===== config.mk =====
export PLATFORM = sky130hd
export DESIGN_NAME = boundary_tap
export DESIGN_NICKNAME = d
export VERILOG_FILES = /design/src/rtl/bscan_pkg.sv /design/src/rtl/tap_ctrl.sv /design/src/rtl/tap_ir.sv /design/src/rtl/bscan_chain.sv /design/src/rtl/boundary_tap.sv
export SDC_FILE = /design/constraint.sdc
export NUM_CORES = 1
export LEC_CHECK = 0
export CORE_UTILIZATION = 45
export CTS_CLUSTER_DIAMETER = 40
export DETAILED_ROUTE_END_ITERATION = 10
export PLACE_DENSITY = 0.66
export SYNTH_ARGS = -nofsm -noshare
export SYNTH_HDL_FRONTEND = slang
export SYNTH_SLANG_ARGS = --single-unit

===== constraint.sdc =====
create_clock -name tck -period 6.09 [get_ports tck]
set_clock_uncertainty 0.2 [all_clocks]
set_input_delay 1.218 -clock tck [delete_from_list [all_inputs] [get_ports tck]]
set_output_delay 1.218 -clock tck [all_outputs]
set_load 0.1 [all_outputs]

===== src/rtl/bscan_pkg.sv =====
package bscan_pkg;

  localparam int IR_W = 8;

  typedef enum logic [3:0] {
    ST_RESET, ST_IDLE,
    ST_SEL_DR, ST_CAP_DR, ST_SH_DR, ST_EX1_DR, ST_PAU_DR, ST_EX2_DR, ST_UPD_DR,
    ST_SEL_IR, ST_CAP_IR, ST_SH_IR, ST_EX1_IR, ST_PAU_IR, ST_EX2_IR, ST_UPD_IR
  } tap_state_e;

  typedef enum logic [1:0] {
    DR_BYPASS, DR_IDENT, DR_CHAIN
  } dr_sel_e;

  localparam logic [IR_W-1:0] OPC_EXTEST = 8'h00;
  localparam logic [IR_W-1:0] OPC_IDENT  = 8'h01;
  localparam logic [IR_W-1:0] OPC_SAMPLE = 8'h02;
  localparam logic [IR_W-1:0] OPC_BYPASS = 8'hFF;
  localparam logic [IR_W-1:0] IR_CAPTURE = 8'h01;

endpackage


===== src/rtl/tap_ctrl.sv =====
module tap_ctrl
  import bscan_pkg::*;
(
  input  logic       tck,
  input  logic       por_n,
  input  logic       tms,
  output tap_state_e state
);

  tap_state_e nxt;

  always_comb begin
    unique case (state)
      ST_RESET:  nxt = tms ? ST_RESET  : ST_IDLE;
      ST_IDLE:   nxt = tms ? ST_SEL_DR : ST_IDLE;
      ST_SEL_DR: nxt = tms ? ST_SEL_IR : ST_CAP_DR;
      ST_CAP_DR: nxt = tms ? ST_EX1_DR : ST_SH_DR;
      ST_SH_DR:  nxt = tms ? ST_EX1_DR : ST_SH_DR;
      ST_EX1_DR: nxt = tms ? ST_UPD_DR : ST_PAU_DR;
      ST_PAU_DR: nxt = tms ? ST_EX2_DR : ST_PAU_DR;
      ST_EX2_DR: nxt = tms ? ST_UPD_DR : ST_SH_DR;
      ST_UPD_DR: nxt = tms ? ST_SEL_DR : ST_IDLE;
      ST_SEL_IR: nxt = tms ? ST_RESET  : ST_CAP_IR;
      ST_CAP_IR: nxt = tms ? ST_EX1_IR : ST_SH_IR;
      ST_SH_IR:  nxt = tms ? ST_EX1_IR : ST_SH_IR;
      ST_EX1_IR: nxt = tms ? ST_UPD_IR : ST_PAU_IR;
      ST_PAU_IR: nxt = tms ? ST_EX2_IR : ST_PAU_IR;
      ST_EX2_IR: nxt = tms ? ST_UPD_IR : ST_SH_IR;
      ST_UPD_IR: nxt = tms ? ST_SEL_DR : ST_IDLE;
      default:   nxt = ST_RESET;
    endcase
  end

  always_ff @(posedge tck or negedge por_n) begin
    if (!por_n) state <= ST_RESET;
    else        state <= nxt;
  end

  // Checker-side count of consecutive mode-select-high edges
  logic [2:0] ones_q;
  always_ff @(posedge tck or negedge por_n) begin
    if (!por_n)                ones_q <= '0;
    else if (!tms)             ones_q <= '0;
    else if (ones_q != 3'd5)   ones_q <= ones_q + 3'd1;
  end


  a_r2_five_ones_reset: assert property (@(posedge tck) disable iff (!por_n)
    (ones_q == 3'd5) |-> (state == ST_RESET));

endmodule


===== src/rtl/tap_ir.sv =====
module tap_ir
  import bscan_pkg::*;
(
  input  logic       tck,
  input  logic       por_n,
  input  logic       tdi,
  input  tap_state_e state,
  output logic       ir_so,
  output dr_sel_e    dr_sel,
  output logic       extest
);

  logic [IR_W-1:0] shreg;
  logic [IR_W-1:0] instr;

  always_ff @(posedge tck or negedge por_n) begin
    if (!por_n) begin
      shreg <= IR_CAPTURE;
    end else if (state == ST_CAP_IR) begin
      shreg <= IR_CAPTURE;
    end else if (state == ST_SH_IR) begin
      shreg <= {tdi, shreg[IR_W-1:1]};
    end
  end

  always_ff @(posedge tck or negedge por_n) begin
    if (!por_n)                  instr <= OPC_IDENT;
    else if (state == ST_RESET)  instr <= OPC_IDENT;
    else if (state == ST_UPD_IR) instr <= shreg;
  end

  always_comb begin
    extest = 1'b0;
    unique case (instr)
      OPC_EXTEST: begin dr_sel = DR_CHAIN; extest = 1'b1; end
      OPC_SAMPLE: dr_sel = DR_CHAIN;
      OPC_IDENT:  dr_sel = DR_IDENT;
      default:    dr_sel = DR_BYPASS;
    endcase
  end

  assign ir_so = shreg[0];


  a_r1_reset_selects_ident: assert property (@(posedge tck) disable iff (!por_n)
    (state == ST_RESET) |=> (dr_sel == DR_IDENT && !extest));


  a_r3_capture_pattern: assert property (@(posedge tck) disable iff (!por_n)
    (state == ST_CAP_IR) |=> (ir_so == 1'b1));

endmodule


===== src/rtl/bscan_chain.sv =====
module bscan_chain
  import bscan_pkg::*;
#(
  parameter int NUM_PINS   = 34,
  parameter int NUM_GROUPS = 72
) (
  input  logic                tck,
  input  logic                por_n,
  input  logic                tdi,
  input  tap_state_e          state,
  input  logic                sel_chain,
  input  logic                extest,
  input  logic [NUM_PINS-1:0] core_out,
  input  logic [NUM_PINS-1:0] core_oe,
  input  logic [NUM_PINS-1:0] pin_in,
  output logic [NUM_PINS-1:0] pad_out,
  output logic [NUM_PINS-1:0] pad_oe,
  output logic                chain_so
);

  localparam int CHAIN_LEN = 3 * NUM_GROUPS;

  logic [CHAIN_LEN-1:0] cells;
  logic [CHAIN_LEN-1:0] cap;
  logic [NUM_PINS-1:0]  lat_out, lat_oe;
  logic [NUM_PINS-1:0]  lat_out_d, lat_oe_d;

  // Pad multiplexer: scan latches only under external test
  assign pad_out = extest ? lat_out : core_out;
  assign pad_oe  = extest ? lat_oe  : core_oe;

  for (genvar g = 0; g < NUM_GROUPS; g++) begin : g_grp
    if (g < NUM_PINS) begin : g_pad
      assign cap[3*g]   = pad_oe[g];
      assign cap[3*g+1] = pad_out[g];
      assign cap[3*g+2] = pin_in[g];
      assign lat_oe_d[g]  = cells[3*g];
      assign lat_out_d[g] = cells[3*g+1];
    end else begin : g_fill
      assign cap[3*g+2 -: 3] = 3'b000;
    end
  end

  always_ff @(posedge tck or negedge por_n) begin
    if (!por_n) begin
      cells <= '0;
    end else if (sel_chain) begin
      if (state == ST_CAP_DR)     cells <= cap;
      else if (state == ST_SH_DR) cells <= {tdi, cells[CHAIN_LEN-1:1]};
    end
  end

  always_ff @(posedge tck or negedge por_n) begin
    if (!por_n) begin
      lat_out <= '0;
      lat_oe  <= '0;
    end else if (state == ST_RESET) begin
      lat_out <= '0;
      lat_oe  <= '0;
    end else if (state == ST_UPD_DR && sel_chain) begin
      lat_out <= lat_out_d;
      lat_oe  <= lat_oe_d;
    end
  end

  assign chain_so = cells[0];


  a_r8_latch_only_on_update: assert property (@(posedge tck) disable iff (!por_n)
    !$stable({lat_out, lat_oe}) |->
      (($past(state) == ST_UPD_DR && $past(sel_chain)) || $past(state) == ST_RESET));


  a_r8_reset_clears_enables: assert property (@(posedge tck) disable iff (!por_n)
    (state == ST_RESET) |=> (lat_oe == '0));

endmodule


===== src/rtl/boundary_tap.sv =====
module boundary_tap
  import bscan_pkg::*;
#(
  parameter int          NUM_PINS   = 34,
  parameter int          NUM_GROUPS = 72,
  parameter logic [31:0] ID_WORD    = {4'b0010, 16'b1001010100000100, 11'b00001001001, 1'b1}
) (
  input  logic                tck,
  input  logic                por_n,
  input  logic                tms,
  input  logic                tdi,
  output logic                tdo,
  output logic                tdo_en,
  input  logic [NUM_PINS-1:0] core_out,
  input  logic [NUM_PINS-1:0] core_oe,
  input  logic [NUM_PINS-1:0] pin_in,
  output logic [NUM_PINS-1:0] pad_out,
  output logic [NUM_PINS-1:0] pad_oe
);

  tap_state_e state;
  dr_sel_e    dr_sel;
  logic       extest, ir_so, chain_so;
  logic [31:0] id_sr;
  logic        byp;
  logic        dr_so;

  tap_ctrl u_ctrl (.tck(tck), .por_n(por_n), .tms(tms), .state(state));

  tap_ir u_ir (
    .tck(tck), .por_n(por_n), .tdi(tdi), .state(state),
    .ir_so(ir_so), .dr_sel(dr_sel), .extest(extest)
  );

  bscan_chain #(.NUM_PINS(NUM_PINS), .NUM_GROUPS(NUM_GROUPS)) u_chain (
    .tck(tck), .por_n(por_n), .tdi(tdi), .state(state),
    .sel_chain(dr_sel == DR_CHAIN), .extest(extest),
    .core_out(core_out), .core_oe(core_oe), .pin_in(pin_in),
    .pad_out(pad_out), .pad_oe(pad_oe), .chain_so(chain_so)
  );

  always_ff @(posedge tck or negedge por_n) begin
    if (!por_n) begin
      id_sr <= ID_WORD;
      byp   <= 1'b0;
    end else begin
      if (dr_sel == DR_IDENT) begin
        if (state == ST_CAP_DR)     id_sr <= ID_WORD;
        else if (state == ST_SH_DR) id_sr <= {tdi, id_sr[31:1]};
      end
      if (dr_sel == DR_BYPASS) begin
        if (state == ST_CAP_DR)     byp <= 1'b0;
        else if (state == ST_SH_DR) byp <= tdi;
      end
    end
  end

  always_comb begin
    unique case (dr_sel)
      DR_IDENT: dr_so = id_sr[0];
      DR_CHAIN: dr_so = chain_so;
      default:  dr_so = byp;
    endcase
  end

  // Serial out retimed to the falling edge
  always_ff @(negedge tck or negedge por_n) begin
    if (!por_n) begin
      tdo    <= 1'b0;
      tdo_en <= 1'b0;
    end else if (state == ST_SH_IR) begin
      tdo    <= ir_so;
      tdo_en <= 1'b1;
    end else if (state == ST_SH_DR) begin
      tdo    <= dr_so;
      tdo_en <= 1'b1;
    end else begin
      tdo_en <= 1'b0;
    end
  end


  a_r9_enable_only_shifting: assert property (@(posedge tck) disable iff (!por_n)
    tdo_en |-> (state == ST_SH_DR || state == ST_SH_IR));


  a_r4_bypass_captures_zero: assert property (@(posedge tck) disable iff (!por_n)
    (state == ST_CAP_DR && dr_sel == DR_BYPASS) |=> (byp == 1'b0));

endmodule


==> qor.yml, run 1 <==
grt:
  grt_pass1_vias: 11489
  grt_pass1_wl_um: 59200
  grt_overflow_total: 0
  antenna_found_initial: 5
  grt_use_total: 0.211
  grt_max_degree: 250
clock_tree:
  clock_latency_ns: 0.54
  cts_root_buf: "clkbuf_16"
  cts_setup_buffers: 0
  holdBufCountCts: 0
  clock_sinks: 339
  path_clk_slew_ns: 0.05
  clock_tree.buffer_depth: 3
  cts_max_level: 2
  cts_resized: 0
  cts_buffers: 44
  cts_tree: "built"
final_layout:
  fill_cells: 2917
  layout_common_cells: "388 x nand2_1, 325 x dfrtp_1, 185 x nand3_1, 173 x o21ai_0, 164 x clkdlybuf4s50_1"
  layout_commonest_cell: "nand2_1"
  drive_above_1_share: 0.147
  ff_latch_area_sq_mm: 0.00850
  nets: 1851
  syn2layout_area_growth_pct: 22.4
  multi_input_area_sq_mm: 0.00595
timing:
  setup_viol: 0
  timing.setup.tns_ns: 0
  worst_pin_slew_ns: 1.16
  maxSlewHeadroom: 0.226
  finalHoldViolCount: 0
  drv_slew: 0
  grt_setup_unrepaired: "no"
status:
  outcome: "complete, no violations"
placed_design:
  dp_hpwl_um: 20500
  routabilityCongestion: 0.764
  port_buffers: 175
worst_setup_path:
  startpoint_type: "register"
  timing.rr.end: "tdo"
  crit_family: "flip-flops"
  critPathArrivalTime_ns: 4.26
  end_kind: "output pin"
  max_stage_delay_ns: 0.48
  cp_cell_sequence: "buf_12"
  r2r_slack_ns: 0.62
  slowest_stage: "dfrtn_1"
  worst-r2r-cell-count: 9
  path_buf_inv: 1
  critPathRequiredTime_ns: 4.67
  crit_type: "reg2out"
  critPathMaxFanout: 3
  r2r-start: "u_ir.instr[3]"
detailed_routing:
  wl_per_cell_um: 16.4
  ant_nets: 0
  drc: 0
  vias_per_cell: 5.50
  wl_um: 36600
  vias: 12230
  first_pass_iters: 5
  drtIter0Drc: 940
yosys:
  syn_area_sq_mm: 0.0153
  synthDistinctLibCells: 46
  async_flop_share: 1.00
  syn-mean-instance-area_sq_um: 9.23
  synth_edf_count: 0
  postSynthCellCount: 1653
  yosysWarnings: 0
  ys_ff_latch: 339
  syn_nets: 1762
  synth.yosys.seq_area_share: 0.557
  ys.flop_type: "dfrtp_1"
die:
  die_y_um: 186
  num_rows: 67
  ios: 176
  die_width_um: 186
  start_util: 0.456
  core_sq_mm: 0.0334
  die_area_sq_mm: 0.0347
power:
  p_leak_uw: 0.00846
  p_per_area_mw_per_mm2: 572
  finalPower_uw: 10700
  ir_drop_v: 0.000365
worst_hold_path:
  min_path_cells: 2
  min_to: "u_chain.cells[136]"
  min_from: "u_chain.cells[136]"
  hold_path.class: "reg2reg"
flow_run:
  maxCapViolations: 0
[worst max path at each step]
stage | cells after the start | slack (ns) | endpoint | startpoint
floorplan | 0 | 0.65 | tdo | tdo
global placement | 9 | 0.66 | tdo | u_ir.instr[3]
detailed placement | 9 | 0.62 | tdo | u_ir.instr[3]
CTS | 1 | 0.40 | tdo | tdo
global route | 1 | 0.38 | tdo | tdo
finish | 1 | 0.41 | tdo | tdo
[cell usage after synthesis (2+ instances only)]
cell | instances | area share
nand4_1 | 69 | 0.028
o21ai_1 | 11 | 0.0036
a21oi_1 | 12 | 0.0039
buf_4 | 11 | 0.0054
a31o_2 | 67 | 0.038
mux2_2 | 67 | 0.049
nor2_1 | 56 | 0.014
buf_1 | 18 | 0.0044
a31oi_1 | 35 | 0.014
o21ai_0 | 173 | 0.057
ha_1 | 3 | 0.0025
buf_6 | 2 | 0.0015
clkbuf_1 | 87 | 0.021
buf_2 | 29 | 0.0095
dfrtp_1 | 325 | 0.53
dfstp_2 | 12 | 0.021
nand3_1 | 187 | 0.061
inv_1 | 72 | 0.018
dfrtn_1 | 2 | 0.0033
nand2_1 | 389 | 0.096
[logic make-up (layout without fill, tap and decap cells)]
family                   after synthesis  count (layout)  synth area share
adder cells (fa/ha/maj)                3               3           0.00246
buffers and inverters                219             341            0.0599
XOR/XNOR                               1               1          0.000574
multiplexers                          69              69            0.0508
AO/OA/AOI/OAI                        309             309             0.124
AND/OR/NAND/NOR                      713             713             0.206
other                                  0               2                 0
flip-flops                           339             339             0.557
[through the flow]
step	utilization	area, sq um	hold WS (ns)	instances	setup slack, ns
CTS	0.558	18700	0.268	2223	0.399
detailed placement	0.513	17200	0.255	2144	0.615
global placement	0.513	17200	0.249	2144	0.660
finish	0.558	18700	0.261	2225	0.415
global route	0.558	18700	0.279	2225	0.385
floorplan	-	15300	0.238	1653	0.649
[sequential cells by signal (all words and copies together), names as in the netlist]
name and flops:
byp 1, id_sr 32, u_chain.lat_oe 34, tdo 1, u_ctrl.state 4, u_chain.lat_out 34
u_ir.instr 8, u_chain.cells 216, u_ir.shreg 8, tdo_en 1
[final cells by class]
cell class,instances,area share
timing repair buffer,190,0.101
clock inverter,24,0.0129
antenna,2,0.000268
inverter,72,0.0145
multi-input combinational,1095,0.319
sequential,339,0.455
clock buffer,55,0.0672
tap,448,0.0300
[routing by layer]
layer	GRT usage	share of wire
met4	0.0600	0.020
met3	0.0415	0.062
met1	0.301	0.46
met5	0	0.00098
met2	0.327	0.46
[report_power, final]
| group | switching, uW | leakage [uW] | internal, uW | total (uW) |
|---|---|---|---|---|
| combinational | 3590 | 0.00324 | 1380 | 4980 |
| sequential | 336 | 0.00450 | 2770 | 3100 |
| clock | 1010 | 0.000730 | 1600 | 2600 |
Note: power is estimated with default switching activity, not from simulation.
==> run 2: changes to the inputs <==
--- a/config.mk
+++ b/config.mk
@@ -11,4 +11,5 @@
 export PLACE_DENSITY = 0.66
 export SYNTH_ARGS = -nofsm -noshare
 export SYNTH_HDL_FRONTEND = slang
+export SYNTH_HIERARCHICAL = 1
 export SYNTH_SLANG_ARGS = --single-unit
==> run 2 against run 1 <==
Against the previous run: largest power group is now clock; critical path depth unchanged; via count decreased by 13%; sequential cell count is the same; synthesized cell count down 19%; core utilization up 1.2 points; worst setup slack got worse by 0.041 ns; sequential power down 19%; register-to-register slack better by 0.21 ns; die area up 8.3%; sequential share of layout area decreased by 3.9 points.
==> qor.yml, run 2 <==
status:
  outcome: "complete, no violations"
detailed_routing:
  wl_um: 35900  # -2.0%
  vias_per_cell: 5.30  # -3.5%
  vias: 10581  # -13%
  first_pass_iters: 4  # -1
  drtIter0Drc: 558  # -41%
  wl_per_cell_um: 18.0  # +9.3%
  drc: 0  # unchanged
  ant_nets: 0  # unchanged
worst_setup_path:
  end_kind: "output pin"
  path_buf_inv: 1  # unchanged
  max_stage_delay_ns: 0.40  # -0.08 ns
  crit_type: "reg2out"
  r2r_slack_ns: 0.83  # +0.21 ns
  critPathRequiredTime_ns: 4.67  # about the same
  timing.rr.end: "tdo"
  critPathArrivalTime_ns: 4.30  # +0.04 ns
  slowest_stage: "dfrtn_1"
  startpoint_type: "register"
  crit_family: "flip-flops"
  critPathMaxFanout: 2  # -1
  worst-r2r-cell-count: 8  # -1
  cp_cell_sequence: "buf_4"
  r2r-start: "u_ir/instr[5]"
clock_tree:
  path_clk_slew_ns: 0.05  # about the same
  cts_root_buf: "clkbuf_16"
  cts_setup_buffers: 0  # unchanged
  cts_resized: 0  # unchanged
  cts_max_level: 2  # unchanged
  clock_sinks: 339  # unchanged
  cts_tree: "built"
  clock_tree.buffer_depth: 3  # unchanged
  clock_latency_ns: 0.57  # +0.03 ns
  holdBufCountCts: 0  # unchanged
  cts_buffers: 53  # +20%
timing:
  maxSlewHeadroom: 0.242  # +0.0160
  fin_hold_ws_ns: 0.280  # +0.0182 ns
  setup_viol: 0  # unchanged
  drv_slew: 0  # unchanged
  timing.setup.tns_ns: 0  # unchanged
  grt_setup_unrepaired: "no"
  finalHoldViolCount: 0  # unchanged
  worst_pin_slew_ns: 1.14  # -0.0197 ns
die:
  ios: 176  # unchanged
  die_width_um: 194  # +4.1%
  num_rows: 69  # +3.0%
  start_util: 0.462  # +0.00535
  core_sq_mm: 0.0358  # +7.1%
  die_area_sq_mm: 0.0375  # +8.3%
  die_y_um: 194  # +4.1%
yosys:
  synth.yosys.seq_area_share: 0.514  # -0.0430
  async_flop_share: 1.00  # unchanged
  postSynthCellCount: 1341  # -19%
  synth_top_area_frac: 0.492  # -0.0412
  yosysTopAreaCell: "dfrtp_1"
  syn_area_sq_mm: 0.0165  # +8.4%
  ys_ff_latch: 339  # unchanged
  syn-mean-instance-area_sq_um: 12.3  # +34%
  yosysWarnings: 6  # +6
  syn_nets: 1450  # -18%
  ys.flop_type: "dfrtp_1"
  synthDistinctLibCells: 50  # +8.7%
  synth_edf_count: 0  # unchanged
  yosysMostFrequentCell: "dfrtp_1"
  synthTopCellsByArea: "dfrtp_1 49%, mux2_2 17%, mux2_4 4.9%, mux2i_1 4.8%, a21bo_2 4.1%"
  synthTopCellsByCount: "325 x dfrtp_1, 248 x mux2_2, 112 x nand2_1"
final_layout:
  fin_cells: 1995  # -10%
  reg_top3: "u_chain/cells: 216 flops, u_chain/lat_oe: 34 flops, u_chain/lat_out: 34 flops"
  layout_common_cells: "324 x dfrtp_1, 248 x mux2_2, 170 x clkdlybuf4s50_1, 112 x nand2_1, 86 x inv_1"
  fill_cells: 3011  # +3.2%
  fin_area_sq_mm: 0.0204  # +9.5%
  layout_commonest_cell: "dfrtp_1"
  final_util: 0.571  # +0.0124
  largest_register_ffs: 216  # unchanged
  syn2layout_area_growth_pct: 23.6
  nets: 1597  # -14%
  regMostFlops: "u_chain/cells"
  drive_above_1_share: 0.333  # +0.186
placed_design:
  port_buffers: 175  # unchanged
  placed_cell_area_sq_mm: 0.0186  # +8.1%
  routabilityCongestion: 0.740  # -3.1%
  dp.cells: 1894  # -12%
  dp_hpwl_um: 20500  # -0.13%
worst_hold_path:
  min_to: "u_chain/lat_oe[18]"
  min_from: "u_chain/lat_oe[18]"
  hold_path.class: "reg2reg"
  min_path_cells: 1  # -1
power:
  p_leak_uw: 0.00939  # +11%
  p_per_area_mw_per_mm2: 377  # -34%
  ir_drop_v: 0.000249  # -32%
grt:
  grt_overflow_total: 0  # unchanged
  antenna_found_initial: 1  # -4
  grt_pass1_wl_um: 59500  # +0.42%
  grt_use_total: 0.193  # -0.0178
  grt_max_degree: 164  # -34%
  grt_pass1_vias: 11381  # -0.94%
flow_run:
  maxCapViolations: 0  # unchanged
==> run 2: cell types whose count changed after synthesis, sizes merged, moves of 14 or more <==
cell	change
a21bo	+67
mux2	+271
a31oi	-33
nand3	-186
o21ai	-174
a31o	-68
mux2i	+78
inv	+14
nand2	-277
clkbuf	-54
nor2	+14
==> run 2: power breakdown <==
group          internal (uW)  switching, uW
sequential              2420           87.1
clock                   1980           1140
combinational            675           1400
total                   5080           2630
==> run 2: how the worst max path moves through the flow <==
stage                  start   to  slack, ns  cells after the start
5_1_grt                  tdo  tdo       0.31                      1
6_report                 tdo  tdo       0.37                      1
3_3_place_gp   u_ir/instr[5]  tdo       0.95                      8
4_1_cts                  tdo  tdo       0.35                      1
3_5_place_dp   u_ir/instr[5]  tdo       0.90                      8
2_1_floorplan            tdo  tdo       0.66                      0
==> run 2: through the flow <==
| stage | setup WS, ns | total power (uW) |
|---|---|---|
| after floorplan | 0.664 | 4100 |
| after global placement | 0.947 | 4600 |
| after detailed placement | 0.901 | 4630 |
| after CTS | 0.351 | 7800 |
| after global routing | 0.312 | 8050 |
| final | 0.374 | 7700 |
==> run 2: per-layer routing <==
layer	share of wire	GRT usage
met2	0.47	0.311
met1	0.45	0.253
met4	0.021	0.0572
met3	0.059	0.0544
met5	0	0
==> run 2: cell type report <==
class	count	area (sq um)	share of cell area
Antenna cell	1	2.50	0.000122
Clock buffer	62	1410	0.0690
Clock inverter	38	477	0.0233
Inverter	86	323	0.0158
Multi-Input combinational cell	814	7190	0.352
Sequential cell	339	8500	0.416
Tap cell	461	577	0.0282
Timing Repair Buffer	194	1960	0.0961
==> run 2: cells by family (layout without fill, tap and decap cells) <==
logic type               Yosys count  count (layout)  share of synthesized area
adder cells (fa/ha/maj)            3               3                    0.00227
AND/OR/NAND/NOR                  282             282                     0.0810
AO/OA/AOI/OAI                    110             110                     0.0574
other                              0               1                          0
buffers and inverters            188             380                     0.0542
multiplexers                     418             418                      0.291
XOR/XNOR                           1               1                   0.000530
flip-flops                       339             339                      0.514
==> run 3: changes to the inputs <==
--- a/config.mk
+++ b/config.mk
@@ -7,6 +7,7 @@
 export LEC_CHECK = 0
 export CORE_UTILIZATION = 45
 export CTS_CLUSTER_DIAMETER = 40
+export CTS_CLUSTER_SIZE = 14
 export DETAILED_ROUTE_END_ITERATION = 10
 export PLACE_DENSITY = 0.66
 export SYNTH_ARGS = -nofsm -noshare
==> run 3 against run 2 <==
Against the previous run: worst hold slack lost 0.00082 ns; global-route usage about the same; core utilization rose by 0.17 points; first-iteration DRC count grew 7.7%; count of clock-buffer cells in the layout grew 4; cell count barely moved; worst setup slack improved by 0.00083 ns; sequential share of layout area is 0.12 points lower; die area is the same; sequential cell count unchanged; critical path depth unchanged; non-clock buffer count did not move; largest power group unchanged; highest routed layer unchanged.
==> qor.yml, run 3 (synthesis results as in run 2) <==
status:
  outcome: "complete, no violations"
detailed_routing:
  drc: 0  # unchanged
  wl_per_cell_um: 18.0  # +0.19%
  first_pass_iters: 4  # unchanged
  vias: 10616  # +0.33%
  ant_nets: 0  # unchanged
  drtIter0Drc: 601  # +7.7%
  wl_um: 35900  # +0.24%
  vias_per_cell: 5.32  # +0.28%
worst_setup_path:
  crit_type: "reg2out"
  cp_num_cells: 1  # unchanged
  startpoint_type: "register"
  path_buf_inv: 1  # unchanged
  crit_family: "flip-flops"
  critPathRequiredTime_ns: 4.67  # about the same
  worst-r2r-cell-count: 8  # unchanged
  critPathMaxFanout: 2  # unchanged
  end_kind: "output pin"
  max_stage_delay_ns: 0.40  # about the same
  critPathArrivalTime_ns: 4.30  # about the same
  slowest_stage: "dfrtn_1"
  cp_cell_sequence: "buf_4"
clock_tree:
  cts_tree: "built"
  path_clk_slew_ns: 0.05  # about the same
  cts_root_buf: "clkbuf_16"
  cts_max_level: 2  # unchanged
  cts_resized: 0  # unchanged
  cts_setup_buffers: 0  # unchanged
  holdBufCountCts: 0  # unchanged
  cts_buffers: 53  # unchanged
  clock_tree.buffer_depth: 3  # unchanged
  clock_sinks: 339  # unchanged
  clock_latency_ns: 0.58  # about the same
timing:
  drv_slew: 0  # unchanged
  maxSlewHeadroom: 0.243  # +0.00130
  timing.setup.tns_ns: 0  # unchanged
  setup_viol: 0  # unchanged
  worst_pin_slew_ns: 1.14  # -0.00194 ns
  finalHoldViolCount: 0  # unchanged
  grt_setup_unrepaired: "no"
final_layout:
  syn2layout_area_growth_pct: 24.0
  regMostFlops: "u_chain/cells"
  layout_common_cells: "324 x dfrtp_1, 248 x mux2_2, 170 x clkdlybuf4s50_1, 112 x nand2_1, 86 x inv_1"
  reg_top3: "u_chain/cells: 216 flops, u_chain/lat_oe: 34 flops, u_chain/lat_out: 34 flops"
  fin_area_sq_mm: 0.0205  # +0.29%
  nets: 1597  # unchanged
  drive_above_1_share: 0.331  # -0.00261
  largest_register_ffs: 216  # unchanged
  fill_cells: 3003  # -0.27%
  layout_commonest_cell: "dfrtp_1"
flow_run:
  maxCapViolations: 0  # unchanged
worst_hold_path:
  min_path_cells: 1  # unchanged
  hold_path.class: "reg2reg"
grt:
  antenna_found_initial: 2  # +1
  grt_pass1_vias: 11387  # +0.053%
  grt_pass1_wl_um: 59500  # +0.12%
  grt_max_degree: 164  # unchanged
  grt_overflow_total: 0  # unchanged
  grt_use_total: 0.193  # +0.000465
die:
  die_y_um: 194  # unchanged
  core_sq_mm: 0.0358  # unchanged
  die_width_um: 194  # unchanged
  start_util: 0.462  # unchanged
  die_area_sq_mm: 0.0375  # unchanged
  ios: 176  # unchanged
  num_rows: 69  # unchanged
placed_design:
  dp_hpwl_um: 20500  # unchanged
  routabilityCongestion: 0.740  # unchanged
  placed_cell_area_sq_mm: 0.0186  # unchanged
  port_buffers: 175  # unchanged
power:
  p_per_area_mw_per_mm2: 381  # +1.2%
  p_leak_uw: 0.00944  # +0.46%
  ir_drop_v: 0.000250  # +0.16%
  finalPower_uw: 7810  # +1.5%
-- run 3: layout make-up --
| cell class | instances | area [sq um] | share of cell area |
|---|---|---|---|
| Sequential cell | 339 | 8500 | 0.414 |
| Multi-Input combinational cell | 814 | 7190 | 0.351 |
| Timing Repair Buffer | 194 | 1960 | 0.0958 |
| Clock buffer | 66 | 1430 | 0.0695 |
| Tap cell | 461 | 577 | 0.0281 |
| Clock inverter | 34 | 519 | 0.0253 |
| Inverter | 86 | 323 | 0.0157 |
| Antenna cell | 2 | 5.00 | 0.000244 |
-- run 3: final timing paths --
kind,start,slack (ns),endpoint
setup / recovery,tdo,0.37,tdo
hold / removal,u_chain/lat_oe[18],0.28,u_chain/lat_oe[18]
setup reg to reg,u_ir/instr[5],0.84,tdo
hold reg to reg,u_chain/lat_oe[18],0.28,u_chain/lat_oe[18]
max in group asynchronous,por_n,2.03,tdo
min in group asynchronous,por_n,0.38,u_chain/cells[100]
-- run 3: per-layer routing --
layer  global-route usage  share of wire  routed length, um  up-vias
met1                0.252           0.45              16300     5385
li1                     -              -                  -     4960
met4               0.0646          0.025                902        0
met2                0.310           0.46              16600      211
met3               0.0546          0.060               2170       60
met5                    0              0                  0        -
-- run 3: power breakdown --
group / leakage, uW / switching [uW] / internal, uW
clock network: 0.000932 / 1130 / 2110
logic: 0.00384 / 1400 / 675
registers: 0.00466 / 86.8 / 2420
-- run 3: through the flow --
| stage | hold WS (ns) | worst slack, ns | utilization | cells |
|---|---|---|---|---|
| after floorplan | 0.254 | 0.664 | - | 1341 |
| after global placement | 0.265 | 0.947 | 0.518 | 1894 |
| after detailed placement | 0.271 | 0.901 | 0.518 | 1894 |
| after CTS | 0.282 | 0.351 | 0.572 | 1994 |
| after global routing | 0.292 | 0.313 | 0.572 | 1996 |
| final | 0.279 | 0.375 | 0.572 | 1996 |
